`src/rtl/uart_rxq_pkg.sv`:
```
package uart_rxq_pkg;
    localparam int DATA_W = 8;

    typedef struct packed {
        logic perr;
        logic ferr;
        logic brk;
    } rx_flg_t;

    typedef struct packed {
        rx_flg_t             flg;
        logic [DATA_W-1:0]   data;
    } rx_ent_t;
endpackage

```
`src/rtl/uart_rxq_store.sv`:
```
module uart_rxq_store
    import uart_rxq_pkg::*;
#(
    parameter int DEPTH = 3,
    localparam int CW = $clog2(DEPTH + 1)
) (
    input  logic              clk,
    input  logic              rst_n,
    input  logic              in_vld,
    input  rx_ent_t           in_ent,
    input  logic              rd_en,
    input  logic              flush,
    output logic [CW-1:0]     cnt_o,
    output rx_ent_t           top_o,
    output logic              park_vld_o,
    output logic              accept_o,
    output logic              lost_o,
    output logic [DATA_W-1:0] rd_data_o
);
    localparam logic [CW-1:0] FULL_CNT = CW'(DEPTH);

    typedef struct packed {
        rx_ent_t [DEPTH-1:0] mem;
        rx_ent_t             park;
        logic                park_vld;
        logic [CW-1:0]       cnt;
        logic [DATA_W-1:0]   rdd;
    } store_t;

    store_t q, d;
    logic   accept, lost;

    always_comb begin
        d      = q;
        accept = 1'b0;
        lost   = 1'b0;

        // pop the oldest entry
        if (rd_en && q.cnt != '0) begin
            d.rdd = q.mem[0].data;
            for (int i = 0; i < DEPTH - 1; i++) begin
                d.mem[i] = q.mem[i + 1];
            end
            d.mem[DEPTH-1] = '0;
            d.cnt          = q.cnt - 1'b1;
        end

        // parked character moves into the freed slot
        if (d.park_vld && d.cnt != FULL_CNT) begin
            for (int i = 0; i < DEPTH; i++) begin
                if (CW'(i) == d.cnt) begin
                    d.mem[i] = d.park;
                end
            end
            d.cnt      = d.cnt + 1'b1;
            d.park_vld = 1'b0;
        end

        // newly assembled character
        if (in_vld) begin
            if (!d.park_vld && d.cnt != FULL_CNT) begin
                for (int i = 0; i < DEPTH; i++) begin
                    if (CW'(i) == d.cnt) begin
                        d.mem[i] = in_ent;
                    end
                end
                d.cnt  = d.cnt + 1'b1;
                accept = 1'b1;
            end else if (!d.park_vld) begin
                d.park     = in_ent;
                d.park_vld = 1'b1;
                accept     = 1'b1;
            end else begin
                lost = 1'b1;
            end
        end

        if (flush) begin
            d.mem      = '0;
            d.park     = '0;
            d.park_vld = 1'b0;
            d.cnt      = '0;
            d.rdd      = q.rdd;
            accept     = 1'b0;
            lost       = 1'b0;
        end
    end

    always_ff @(posedge clk or negedge rst_n) begin
        if (!rst_n) begin
            q <= '0;
        end else begin
            q <= d;
        end
    end

    assign cnt_o      = q.cnt;
    assign top_o      = q.mem[0];
    assign park_vld_o = q.park_vld;
    assign accept_o   = accept;
    assign lost_o     = lost;
    assign rd_data_o  = q.rdd;
endmodule

```
`src/rtl/uart_rxq_flags.sv`:
```
module uart_rxq_flags
    import uart_rxq_pkg::*;
(
    input  logic    clk,
    input  logic    rst_n,
    input  logic    accept,
    input  rx_flg_t in_flg,
    input  logic    lost,
    input  logic    park_vld,
    input  logic    cmd_err_rst,
    input  logic    cmd_rx_rst,
    input  logic    cmd_rts_set,
    input  logic    cfg_rts_auto,
    output rx_flg_t acc_o,
    output logic    ovr_o,
    output logic    rts_o
);
    typedef struct packed {
        rx_flg_t acc;
        logic    ovr;
        logic    rts;
        logic    dropped;
    } flg_st_t;

    flg_st_t q, d;

    always_comb begin
        d = q;

        if (accept) begin
            d.acc = q.acc | in_flg;
        end
        if (lost) begin
            d.ovr = 1'b1;
        end
        if (cmd_err_rst) begin
            d.ovr = 1'b0;
            d.acc = '0;
        end
        if (cmd_rx_rst) begin
            d.ovr = 1'b0;
        end

        if (cmd_rts_set) begin
            d.rts     = 1'b1;
            d.dropped = 1'b0;
        end
        if (q.dropped && !park_vld) begin
            d.rts     = 1'b1;
            d.dropped = 1'b0;
        end
        if (cfg_rts_auto && lost) begin
            d.rts     = 1'b0;
            d.dropped = 1'b1;
        end
    end

    always_ff @(posedge clk or negedge rst_n) begin
        if (!rst_n) begin
            q <= '0;
        end else begin
            q <= d;
        end
    end

    assign acc_o = q.acc;
    assign ovr_o = q.ovr;
    assign rts_o = q.rts;
endmodule

```
`src/rtl/uart_rxq_route.sv`:
```
module uart_rxq_route
    import uart_rxq_pkg::*;
#(
    parameter int DEPTH = 3,
    localparam int CW = $clog2(DEPTH + 1)
) (
    input  logic [CW-1:0] cnt,
    input  rx_flg_t       top_flg,
    input  rx_flg_t       acc_flg,
    input  logic          cfg_block,
    input  logic          cfg_irq_full,
    input  logic          cfg_dma_tx,
    input  logic          tx_ready,
    output logic          rdy_o,
    output logic          full_o,
    output rx_flg_t       stat_o,
    output logic          irq_o,
    output logic          dma_o
);
    localparam logic [CW-1:0] FULL_CNT = CW'(DEPTH);

    always_comb begin
        rdy_o  = (cnt != '0);
        full_o = (cnt == FULL_CNT);
        if (cfg_block) begin
            stat_o = acc_flg;
        end else if (rdy_o) begin
            stat_o = top_flg;
        end else begin
            stat_o = '0;
        end
        irq_o = cfg_irq_full ? full_o : rdy_o;
        dma_o = cfg_dma_tx ? tx_ready : rdy_o;
    end
endmodule

```
`src/rtl/uart_rxq.sv`:
```
module uart_rxq
    import uart_rxq_pkg::*;
#(
    parameter int DEPTH = 3,
    localparam int CW = $clog2(DEPTH + 1)
) (
    input  logic              clk,
    input  logic              rst_n,
    input  logic              rx_valid,
    input  logic [DATA_W-1:0] rx_data,
    input  logic              rx_perr,
    input  logic              rx_ferr,
    input  logic              rx_brk,
    input  logic              rd_en,
    input  logic              cmd_err_rst,
    input  logic              cmd_rx_rst,
    input  logic              cmd_rts_set,
    input  logic              cfg_block,
    input  logic              cfg_irq_full,
    input  logic              cfg_dma_tx,
    input  logic              cfg_rts_auto,
    input  logic              tx_ready,
    output logic [DATA_W-1:0] rd_data,
    output logic              rx_rdy,
    output logic              rx_full,
    output logic              stat_perr,
    output logic              stat_ferr,
    output logic              stat_brk,
    output logic              ovr,
    output logic              irq,
    output logic              dma_req,
    output logic              rts
);
    rx_ent_t       in_ent, top_ent;
    rx_flg_t       acc_flg, stat;
    logic [CW-1:0] cnt;
    logic          park_vld, accept, lost;

    assign in_ent.data     = rx_data;
    assign in_ent.flg.perr = rx_perr;
    assign in_ent.flg.ferr = rx_ferr;
    assign in_ent.flg.brk  = rx_brk;

    uart_rxq_store #(.DEPTH(DEPTH)) u_store (
        .clk        (clk),
        .rst_n      (rst_n),
        .in_vld     (rx_valid),
        .in_ent     (in_ent),
        .rd_en      (rd_en),
        .flush      (cmd_rx_rst),
        .cnt_o      (cnt),
        .top_o      (top_ent),
        .park_vld_o (park_vld),
        .accept_o   (accept),
        .lost_o     (lost),
        .rd_data_o  (rd_data)
    );

    uart_rxq_flags u_flags (
        .clk          (clk),
        .rst_n        (rst_n),
        .accept       (accept),
        .in_flg       (in_ent.flg),
        .lost         (lost),
        .park_vld     (park_vld),
        .cmd_err_rst  (cmd_err_rst),
        .cmd_rx_rst   (cmd_rx_rst),
        .cmd_rts_set  (cmd_rts_set),
        .cfg_rts_auto (cfg_rts_auto),
        .acc_o        (acc_flg),
        .ovr_o        (ovr),
        .rts_o        (rts)
    );

    uart_rxq_route #(.DEPTH(DEPTH)) u_route (
        .cnt          (cnt),
        .top_flg      (top_ent.flg),
        .acc_flg      (acc_flg),
        .cfg_block    (cfg_block),
        .cfg_irq_full (cfg_irq_full),
        .cfg_dma_tx   (cfg_dma_tx),
        .tx_ready     (tx_ready),
        .rdy_o        (rx_rdy),
        .full_o       (rx_full),
        .stat_o       (stat),
        .irq_o        (irq),
        .dma_o        (dma_req)
    );

    assign stat_perr = stat.perr;
    assign stat_ferr = stat.ferr;
    assign stat_brk  = stat.brk;
endmodule

```
`config.mk`:
```
export PLATFORM = sky130hd
export DESIGN_NAME = uart_rxq
export DESIGN_NICKNAME = d
export VERILOG_FILES = /design/src/rtl/uart_rxq_pkg.sv /design/src/rtl/uart_rxq_store.sv /design/src/rtl/uart_rxq_flags.sv /design/src/rtl/uart_rxq_route.sv /design/src/rtl/uart_rxq.sv
export SDC_FILE = /design/constraint.sdc
export NUM_CORES = 1
export LEC_CHECK = 0
export BUFFER_PORTS_ARGS = -buffer_cell sky130_fd_sc_hd__buf_2
export CORE_ASPECT_RATIO = 0.9
export CORE_MARGIN = 3
export CORE_UTILIZATION = 50
export CTS_CLUSTER_DIAMETER = 150
export DETAILED_ROUTE_END_ITERATION = 10
export PLACE_DENSITY_LB_ADDON = 0.3
export REMOVE_ABC_BUFFERS = 1
export SLEW_MARGIN = 20
export SYNTH_ARGS = -nofsm -noshare
export SYNTH_HDL_FRONTEND = slang
export SYNTH_SLANG_ARGS = --single-unit
```
`constraint.sdc`:
```
create_clock -name clk -period 6.9 [get_ports clk]
set_clock_uncertainty 0.2 [all_clocks]
set_input_delay 2.07 -clock clk [delete_from_list [all_inputs] [get_ports clk]]
set_output_delay 2.07 -clock clk [all_outputs]
set_load 0.05 [all_outputs]
```
# After elaboration in Yosys (flattened, before gate mapping)
# Index checks and enable logic that the tools add are counted.
[classes] add_sub_neg=3 n_eq_ne=9 mux=35 bitwise=2 n_reduce_logical=16
[op_table] operator="$mux 33" count=3
[op_table] operator="$mux 11" count=6
[op_table] operator="$mux 55" count=1
[op_table] operator="$mux 47" count=1
[op_table] operator="$mux 12" count=2
[op_table] operator="$mux 1" count=12
[op_table] operator="$mux 3" count=4
[op_table] operator="$mux 10" count=1
[op_table] operator="$mux 2" count=4
[op_table] operator="$ne 2x2->1 const B" count=4
[op_table] operator="$reduce_bool 2->1" count=3
[op_table] operator="$reduce_bool 3->1" count=2
[op_table] operator="$logic_and 1x1->1" count=5
[op_table] operator="$add 2x1->2 const B" count=2
[op_table] operator="$eq 1x2->1 const A" count=2
[op_table] operator="$eq 2x2->1 const A" count=2
[op_table] operator="$logic_not 2->1" count=2
[op_table] operator="$mux 4" count=1
[op_table] operator="$or 3x3->3" count=1
[op_table] operator="$reduce_and 3->1" count=1
[op_table] operator="$eq 2x2->1 const B" count=1
[op_table] operator="$logic_not 1->1" count=2
[op_table] operator="$reduce_and 2->1" count=1
[op_table] operator="$sub 2x1->2 const B" count=1
[op_table] operator="$not 1->1" count=1
[totals] regBits=61 input_bits=23 output_inout_bits=17

# Logic depth before layout (Yosys ltp)
# Gate-level depths: netlist (run 1).
[depth] word_depth=14 depth_mapped=16

# Hierarchy
# Synthesis (run 1) repeated with hierarchy kept, for this count alone.
[unflattened] hier_cells=345 hier_area_um2=3383.2
[modules_own_cells] mod="uart_rxq_store" instances=1 cells_per_inst=309 area_each_um2=3067.9
[modules_own_cells] mod="uart_rxq_flags" instances=1 cells_per_inst=22 area_each_um2=235.2
[modules_own_cells] mod="uart_rxq_route" instances=1 cells_per_inst=14 area_each_um2=80.1

# Least setup slack after synthesis (run 1)
# OpenSTA, ideal clock, no wires.
[synth_path] path_kind="input port to output port" start="input cfg_block" end="output stat_brk" t_arrival_ps=3166 t_required_ps=4630 path_slack_ps=1464 stages=1 n_path_buf=0 cell_sequence="o21ai_0"
[synth_between] elab_chain_cells=1
[synth_rtl] item="start, declared" line_no="uart_rxq.sv:18" source="input logic cfg_block,"
[synth_rtl] item="$mux 3" line_no="uart_rxq_route.sv:25" source="if (cfg_block) begin"
[synth_rtl] item="end, declared" line_no="uart_rxq.sv:28" source="output logic stat_brk,"
# No other way between the ends.

==> results of run 1 <==
-- logic make-up (layout without fill, tap and decap cells) --
| kind of cell | count (synthesis) | after routing | synth area share |
|---|---|---|---|
| and+or+nand+nor | 149 | 149 | 0.225 |
| AOI/OAI and AO/OA | 62 | 62 | 0.157 |
| DFF | 61 | 61 | 0.467 |
| buffers and inverters | 36 | 66 | 0.0635 |
| adders and majority gates | 10 | 10 | 0.0383 |
| muxes | 10 | 10 | 0.0337 |
| xor gates and xnor gates | 3 | 3 | 0.0161 |
-- path summary, 6_finish.rpt --
| check | slack (ns) | depth (start not counted) | endpoint | startpoint |
|---|---|---|---|---|
| max | 1.93 | 13 | u_store.q[47]$_DFF_PN0_ | rd_en |
| min | 0.30 | 2 | u_flags.acc_o[1]$_DFFE_PN0P_ | u_flags.acc_o[1]$_DFFE_PN0P_ |
| max reg2reg | 2.97 | 14 | u_store.q[47]$_DFF_PN0_ | u_store.cnt_o[0]$_DFF_PN0_ |
| min reg2reg | 0.30 | 2 | u_flags.acc_o[1]$_DFFE_PN0P_ | u_flags.acc_o[1]$_DFFE_PN0P_ |
| max in group asynchronous | 4.29 | 2 | u_store.top_o[0]$_DFF_PN0_ | rst_n |
| min in group asynchronous | 1.68 | 2 | u_store.top_o[10]$_DFF_PN0_ | rst_n |
-- worst min-delay path, stage by stage, from the launching register on --
cell     delay [ns]
dfrtp_1        0.35
a21oi_1        0.04
nor2_1         0.07
-- layer usage --
layer  global-route usage  wire length (um)  up-vias  part of all wire
met3               0.0562               626       14             0.082
met5                    0                 0        -                 0
met1                0.297              3370     1233              0.44
met4               0.0738               116        0             0.015
met2                0.372              3560       96              0.46
li1                     -                 -     1224                 -
-- registers in the layout, indices dropped and copies added (netlist names) --
| register | flops |
|---|---|
| u_flags.q | 1 |
| u_store.rd_data_o | 8 |
| u_store.q | 33 |
| u_store.park_vld_o | 1 |
| u_store.cnt_o | 2 |
| u_flags.rts_o | 1 |
| u_flags.acc_o | 3 |
| u_flags.ovr_o | 1 |
| u_store.top_o | 11 |
-- area by class of cell --
cell class | instances | area, um^2 | area share
Clock inverter | 5 | 28.8 | 0.00802
Timing Repair Buffer | 44 | 233 | 0.0648
Inverter | 7 | 26.3 | 0.00732
Tap cell | 87 | 109 | 0.0303
Sequential cell | 61 | 1530 | 0.425
Multi-Input combinational cell | 234 | 1540 | 0.429
Clock buffer | 10 | 128 | 0.0356
-- metrics by stage --
step	power [W]	std cells
global route	0.00146	448
detailed placement	0.00110	433
CTS	0.00137	448
global placement	0.00108	433
floorplan	0.000936	302
finish	0.00136	448
-- layout by cell type, fill, tap and decap left out, types with 2 or more instances in the layout --
master	netlist	layout
a21oi_1	6	6
a21oi_2	2	2
a221oi_1	10	10
a22o_1	12	12
a31oi_1	2	2
a32o_1	20	20
and3b_1	2	2
buf_2	10	39
buf_4	8	5
clkbuf_8	0	9
clkinv_2	0	4
dfrtp_1	61	61
ha_1	10	10
inv_1	7	7
mux2_2	8	8
mux2i_1	2	2
nand2_1	58	58
nand3_1	20	20
nand3b_1	4	4
nor2_1	19	19
nor2_2	3	3
nor2b_1	3	2
nor3_1	11	11
nor3b_1	3	3
o21ai_0	7	7
or2_2	20	20
-- power by group through the flow --
stage / Sequential (W) / Combinational [W] / Clock (W)
floorplan: 0.000553 / 0.000382 / 0
global placement: 0.000509 / 0.000574 / 0
detailed placement: 0.000512 / 0.000587 / 0
CTS: 0.000506 / 0.000590 / 0.000269
global route: 0.000518 / 0.000655 / 0.000289
finish: 0.000506 / 0.000588 / 0.000263
==> run_results.csv, run 1 <==
group,metric,value,unit
run_status,status,"finished clean",
clocking,clkSlewWorstSetupHoldPaths,0.07,ns
route,vias,2567,
timing,fmax,0.201,GHz
placed_design,gp_congestion,0.803,
grt,grt_pass1_vias,2578,
critical_path,max_stage_delay,0.41,ns
timing,period_share,0.720,
clocking,cts_resized,0,
clocking,clockBufferDepth,2,
synthesis,synthCells,331,
timing,finalCriticalPeriod,4.97,ns
grt,antenna_found_initial,0,
timing,finalSetupTns,0,ns
floorplanning,top_level_ports,40,
route,dr.pass1.iters,4,
timing,drv_slew,0,
placed_design,hpwl,4760,um
synthesis,synth_common_cells,"dfrtp_1, nand2_1, a32o_1, nand3_1, or2_2",
final_layout,drive_above_1_share,0.269,
route,drtIter0Drc,199,
floorplanning,coreArea,6220,um^2
clocking,cts.htree.levels,3,
critical_path,path_cells,"buf_2 -> nor2b_2 -> xnor2_4 -> inv_1 -> ha_1 -> nor2b_1 -> mux2i_1 -> inv_1 -> ha_1 -> and3b_1 -> and2_1 -> a221oi_1 -> nor3_1",
route,drc,0,
floorplanning,die_w,91.3,um
synthesis,synth_top_area_cell,"dfrtp_1",
synthesis,synth_seq_cells,61,
critical_path,slowest_stage,"and2_1",
synthesis,synth_top_area_share,0.467,
timing,rsz0062_at_grt,"no",
placed_design,port_buffers,39,
grt,grt_use_total,0.226,
final_layout,fin_util,0.577,
power,p_int,0.000790,W
power,ir_worst_vdd,0.183,mV
synthesis,seq_area_frac_synth,0.467,
synthesis,syn_area,3270,um^2
timing,relSlewSlack,0.305,
route,ant_nets,0,
critical_path,setup.worst_path.end_class,"flip-flop",
floorplanning,dieArea,7550,um^2
clocking,cts_setup_buffers,0,
synthesis,ys_warn_count,0,
timing,finalWorstSetupSlack,1.93,ns
floorplanning,die_y,82.7,um
floorplanning,initial_core_util,0.526,
final_layout,diodes,0,
timing,report.final.hold_viol_count,0,
critical_path,crit_buf_inv,3,
clocking,cts.sinks,61,
timing,finalSetupViolations,0,
critical_path,crit_fanout,10,
critical_path,crit_path_start_kind,"input pin",
critical_path,cp.arrival,5.01,ns
power,seqPwrFrac,0.373,
power,p_clk_frac,0.194,
grt,grt_pass1_wl,13200,um
power,power.switching,0.000567,W
clocking,clk_latency,0.34,ns
critical_path,criticalPathCategory,"input pin to flip-flop",
timing,worstMarginPinSlew,1.04,ns
grt,grt.overflow.total,0,
clocking,ctsHoldBuffers,0,
final_layout,fin_nets,390,
clocking,numCtsBuffers,9,
power,pwr-share-comb,0.433,
final_layout,fin_area,3590,um^2
placed_design,placed_area,3430,um^2
job,maxCapViolCount,0,
synthesis,ys_async_sr_fraction,1.00,
route,wirelength,7670,um
synthesis,synth_top_cells_by_area,"dfrtp_1, nand2_1, a32o_1",
clocking,cts-root-buf,"clkbuf_8",
final_layout,n_fill_cell,571,
timing,whs,0.303,ns
synthesis,post-synth-top-count-cell,"dfrtp_1",
power,p_leak,1.71,nW
critical_path,cp.required,6.95,ns
route,vias_per_cell,5.73,
final_layout,syn_to_final_growth,9.76,%
critical_path,critPathTopFamily,"simple AND/OR/NAND/NOR gates",
synthesis,yosysUniqueCellTypes,39,
synthesis,synth-main-ff-cell,"dfrtp_1",
synthesis,syn_avg_cell_area,9.88,um^2
route,post_drt_wl_per_cell,17.1,um
worst_hold_path,min_path_type,"flip-flop to flip-flop",
floorplanning,rows,27,
clocking,cts_tree,"done",
power,power.density,378,nW/um^2
power,switching_share,0.418,
placed_design,place_ws,1.60,ns
grt,grt_max_degree,62,
synthesis,synth_edf_count,0,
No activity file was read; power rests on OpenSTA's default activity.
==> run 2: changes to the inputs <==
- ABC_AREA: default -> 1
- clock period: 6.9 -> 4 ns (I/O delays scaled with it)
==> run 2 against run 1 <==
- clock-buffer cell count up 4
- first-iteration DRC count up 18%
- final cell count up 48%
- flip-flop and latch count unchanged
- sequential power up 86%
- combinational power rose to 2.5 times the previous value
- power up 120%
- area after synthesis up 13%
- critical path type unchanged
==> run_results.csv, run 2 <==
group,metric,value,unit
run_status,status,"finished clean",
power,p_clk_frac,0.187,
synthesis,post-synth-top-count-cell,"nand2_1",
floorplanning,initial_core_util,0.521,
timing,drv_slew,0,
floorplanning,dieArea,8480,um^2
worst_hold_path,holdPathEnd,"u_store.rd_data_o[3]$_DFFE_PN0P_",
route,drc,0,
synthesis,synth_top_cells_by_area,"dfrtp_1, nand2_1, nand3_1",
timing,whs,0.277,ns
timing,worstMarginPinSlew,0.830,ns
power,p_leak,2.32,nW
clocking,numCtsBuffers,9,
clocking,clkSlewWorstSetupHoldPaths,0.06,ns
final_layout,largest_reg_flops,33,
grt,grt_pass1_wl,15500,um
placed_design,placed_area,3890,um^2
route,wirelength,8880,um
synthesis,synthCells,541,
synthesis,synth_common_cells,"nand2_1, inv_1, nand3_1, nor2_1, dfrtp_1",
worst_hold_path,min_path_type,"flip-flop to flip-flop",
power,p_int,0.00162,W
synthesis,ys_warn_count,0,
critical_path,criticalPathCategory,"input pin to flip-flop",
clocking,cts_setup_buffers,0,
worst_hold_path,holdPathStages,2,
final_layout,fin_nets,600,
route,ant_nets,0,
synthesis,synth_top_area_cell,"dfrtp_1",
floorplanning,die_w,96.8,um
placed_design,hpwl,5830,um
final_layout,mostFrequentLayoutCell,"nand2_1",
clocking,clockBufferDepth,2,
timing,finalSetupViolations,0,
power,ir_worst_vdd,0.321,mV
critical_path,cp.required,4.07,ns
final_layout,syn_to_final_growth,10.2,%
final_layout,regMostFlops,"u_store.q",
grt,grt_max_degree,37,
synthesis,synth_seq_cells,61,
route,post_drt_wl_per_cell,13.4,um
final_layout,diodes,0,
power,pwr-share-comb,0.497,
grt,grt_use_total,0.228,
worst_hold_path,hold_start,"u_store.rd_data_o[3]$_DFFE_PN0P_",
clocking,cts_tree,"done",
timing,fmax,0.279,GHz
route,drtIter0Drc,235,
critical_path,regToRegSetupSlack,0.51,ns
timing,period_share,0.897,
floorplanning,coreArea,7110,um^2
power,power.density,729,nW/um^2
placed_design,gp_congestion,0.823,
critical_path,ff2ff_path_depth,21,
timing,relSlewSlack,0.447,
route,dr.pass1.iters,5,
timing,finalCriticalPeriod,3.59,ns
synthesis,ys_async_sr_fraction,1.00,
final_layout,final_cell_mix,"nand2_1, nand3_1, nor2_1",
power,seqPwrFrac,0.316,
floorplanning,top_level_ports,40,
final_layout,drive_above_1_share,0.126,
critical_path,r2r-end,"u_store.q[53]$_DFF_PN0_",
synthesis,seq_area_frac_synth,0.412,
final_layout,fin_area,4090,um^2
critical_path,crit_fanout,12,
synthesis,syn_area,3710,um^2
synthesis,synth_top_area_share,0.412,
synthesis,yosysUniqueCellTypes,22,
critical_path,setup.worst_path.end_class,"flip-flop",
timing,report.final.hold_viol_count,0,
route,vias,3392,
clocking,cts.htree.levels,3,
floorplanning,rows,29,
clocking,clk_latency,0.34,ns
grt,grt.overflow.total,0,
placed_design,port_buffers,39,
clocking,cts.sinks,61,
critical_path,cp.arrival,3.66,ns
critical_path,reg2reg_from,"u_store.cnt_o[0]$_DFF_PN0_",
final_layout,fin_util,0.574,
power,finalPower,0.00298,W
critical_path,crit_path_start_kind,"input pin",
synthesis,synth_edf_count,0,
grt,antenna_found_initial,0,
floorplanning,die_y,87.7,um
job,maxCapViolCount,0,
route,vias_per_cell,5.11,
synthesis,synth-main-ff-cell,"dfrtp_1",
synthesis,syn_avg_cell_area,6.85,um^2
power,switching_share,0.457,
timing,rsz0062_at_grt,"no",
power,power.switching,0.00136,W
grt,grt_pass1_vias,3399,
clocking,cts-root-buf,"clkbuf_8",
-- run 2: cell types whose count changed after synthesis, sizes merged, moves of 8 or more --
cell and delta:
nand2 +87, a22o -12, nand3 +60, inv +75, o21ai +19, a221oi -10, nor3 -12, nor2 +61
or2 -20, a32o -20, mux2 -8
-- run 2: layout make-up --
| cell class | count | area [um^2] |
|---|---|---|
| clock buffers | 14 | 163 |
| multi-input cells | 364 | 1670 |
| clock inverters | 1 | 30.0 |
| flip-flops and latches | 61 | 1530 |
| inverters | 82 | 312 |
| fillers | 702 | 3030 |
| well taps | 93 | 116 |
| repair buffers | 49 | 270 |
-- run 2: timing repair --
action,4_1_cts,5_1_grt
setup endpoints to repair,0,1
hold buffers,0,0
resized for setup,0,1
-- run 2: logic make-up after synthesis --
logic type / share of synthesized area
AND/OR/NAND/NOR: 0.358
AO/OA/AOI/OAI: 0.0581
buffers and inverters: 0.138
adder cells (fa/ha/maj): 0.0338
flip-flops: 0.412
-- run 2: power by group through the flow --
stage          clock [W]  combinational [W]  sequential (W)
2_1_floorplan          0            0.00100         0.00105
5_1_grt         0.000595            0.00170        0.000972
6_report        0.000558            0.00148        0.000941
3_3_place_gp           0            0.00144        0.000946
4_1_cts         0.000566            0.00148        0.000942
3_5_place_dp           0            0.00148        0.000952
-- run 2: worst max-delay path by stage --
stage | endpoint | cells past startpoint | slack (ns) | from
floorplan | u_store.q[33]$_DFF_PN0_ | 17 | -0.08 | rd_en
global placement | u_store.q[54]$_DFF_PN0_ | 19 | 0.14 | rd_en
detailed placement | u_store.q[47]$_DFF_PN0_ | 19 | -0.05 | rd_en
CTS | u_store.q[46]$_DFF_PN0_ | 19 | 0.31 | rd_en
global route | u_store.q[49]$_DFF_PN0_ | 21 | 0.12 | u_store.cnt_o[0]$_DFF_PN0_
finish | u_store.q[53]$_DFF_PN0_ | 19 | 0.41 | rd_en
-- run 2: metrics by stage --
stage	setup slack [ns]	setup TNS [ns]	std cells
final	0.413	0	664
after global routing	0.120	0	664
after CTS	0.312	0	664
after detailed placement	-0.0453	-0.377	649
after global placement	0.139	0	649
after floorplan	-0.0794	-1.74	507
-- run 2: layer usage --
layer,share of wire,wire length (um),vias to the layer above,global-route usage
li1,-,-,1707,-
met1,0.45,4020,1552,0.277
met2,0.47,4160,113,0.393
met3,0.056,494,20,0.0597
met4,0.024,210,0,0.0855
met5,0,0,-,0
-- run 2: worst max-delay path, stage by stage --
cell and delay [ns]:
buf_2 0.12, nand2_4 0.07, inv_2 0.06, nand2_1 0.06, nand2_1 0.11, inv_1 0.08, ha_1 0.25, nor2_4 0.18
inv_1 0.09, nand3_1 0.11, nand2_1 0.10, ha_1 0.22, inv_1 0.13, nand2_4 0.14, nor2_4 0.20, nand2_4 0.14
clkinvlp_4 0.21, nor2_1 0.07, nor2_1 0.10
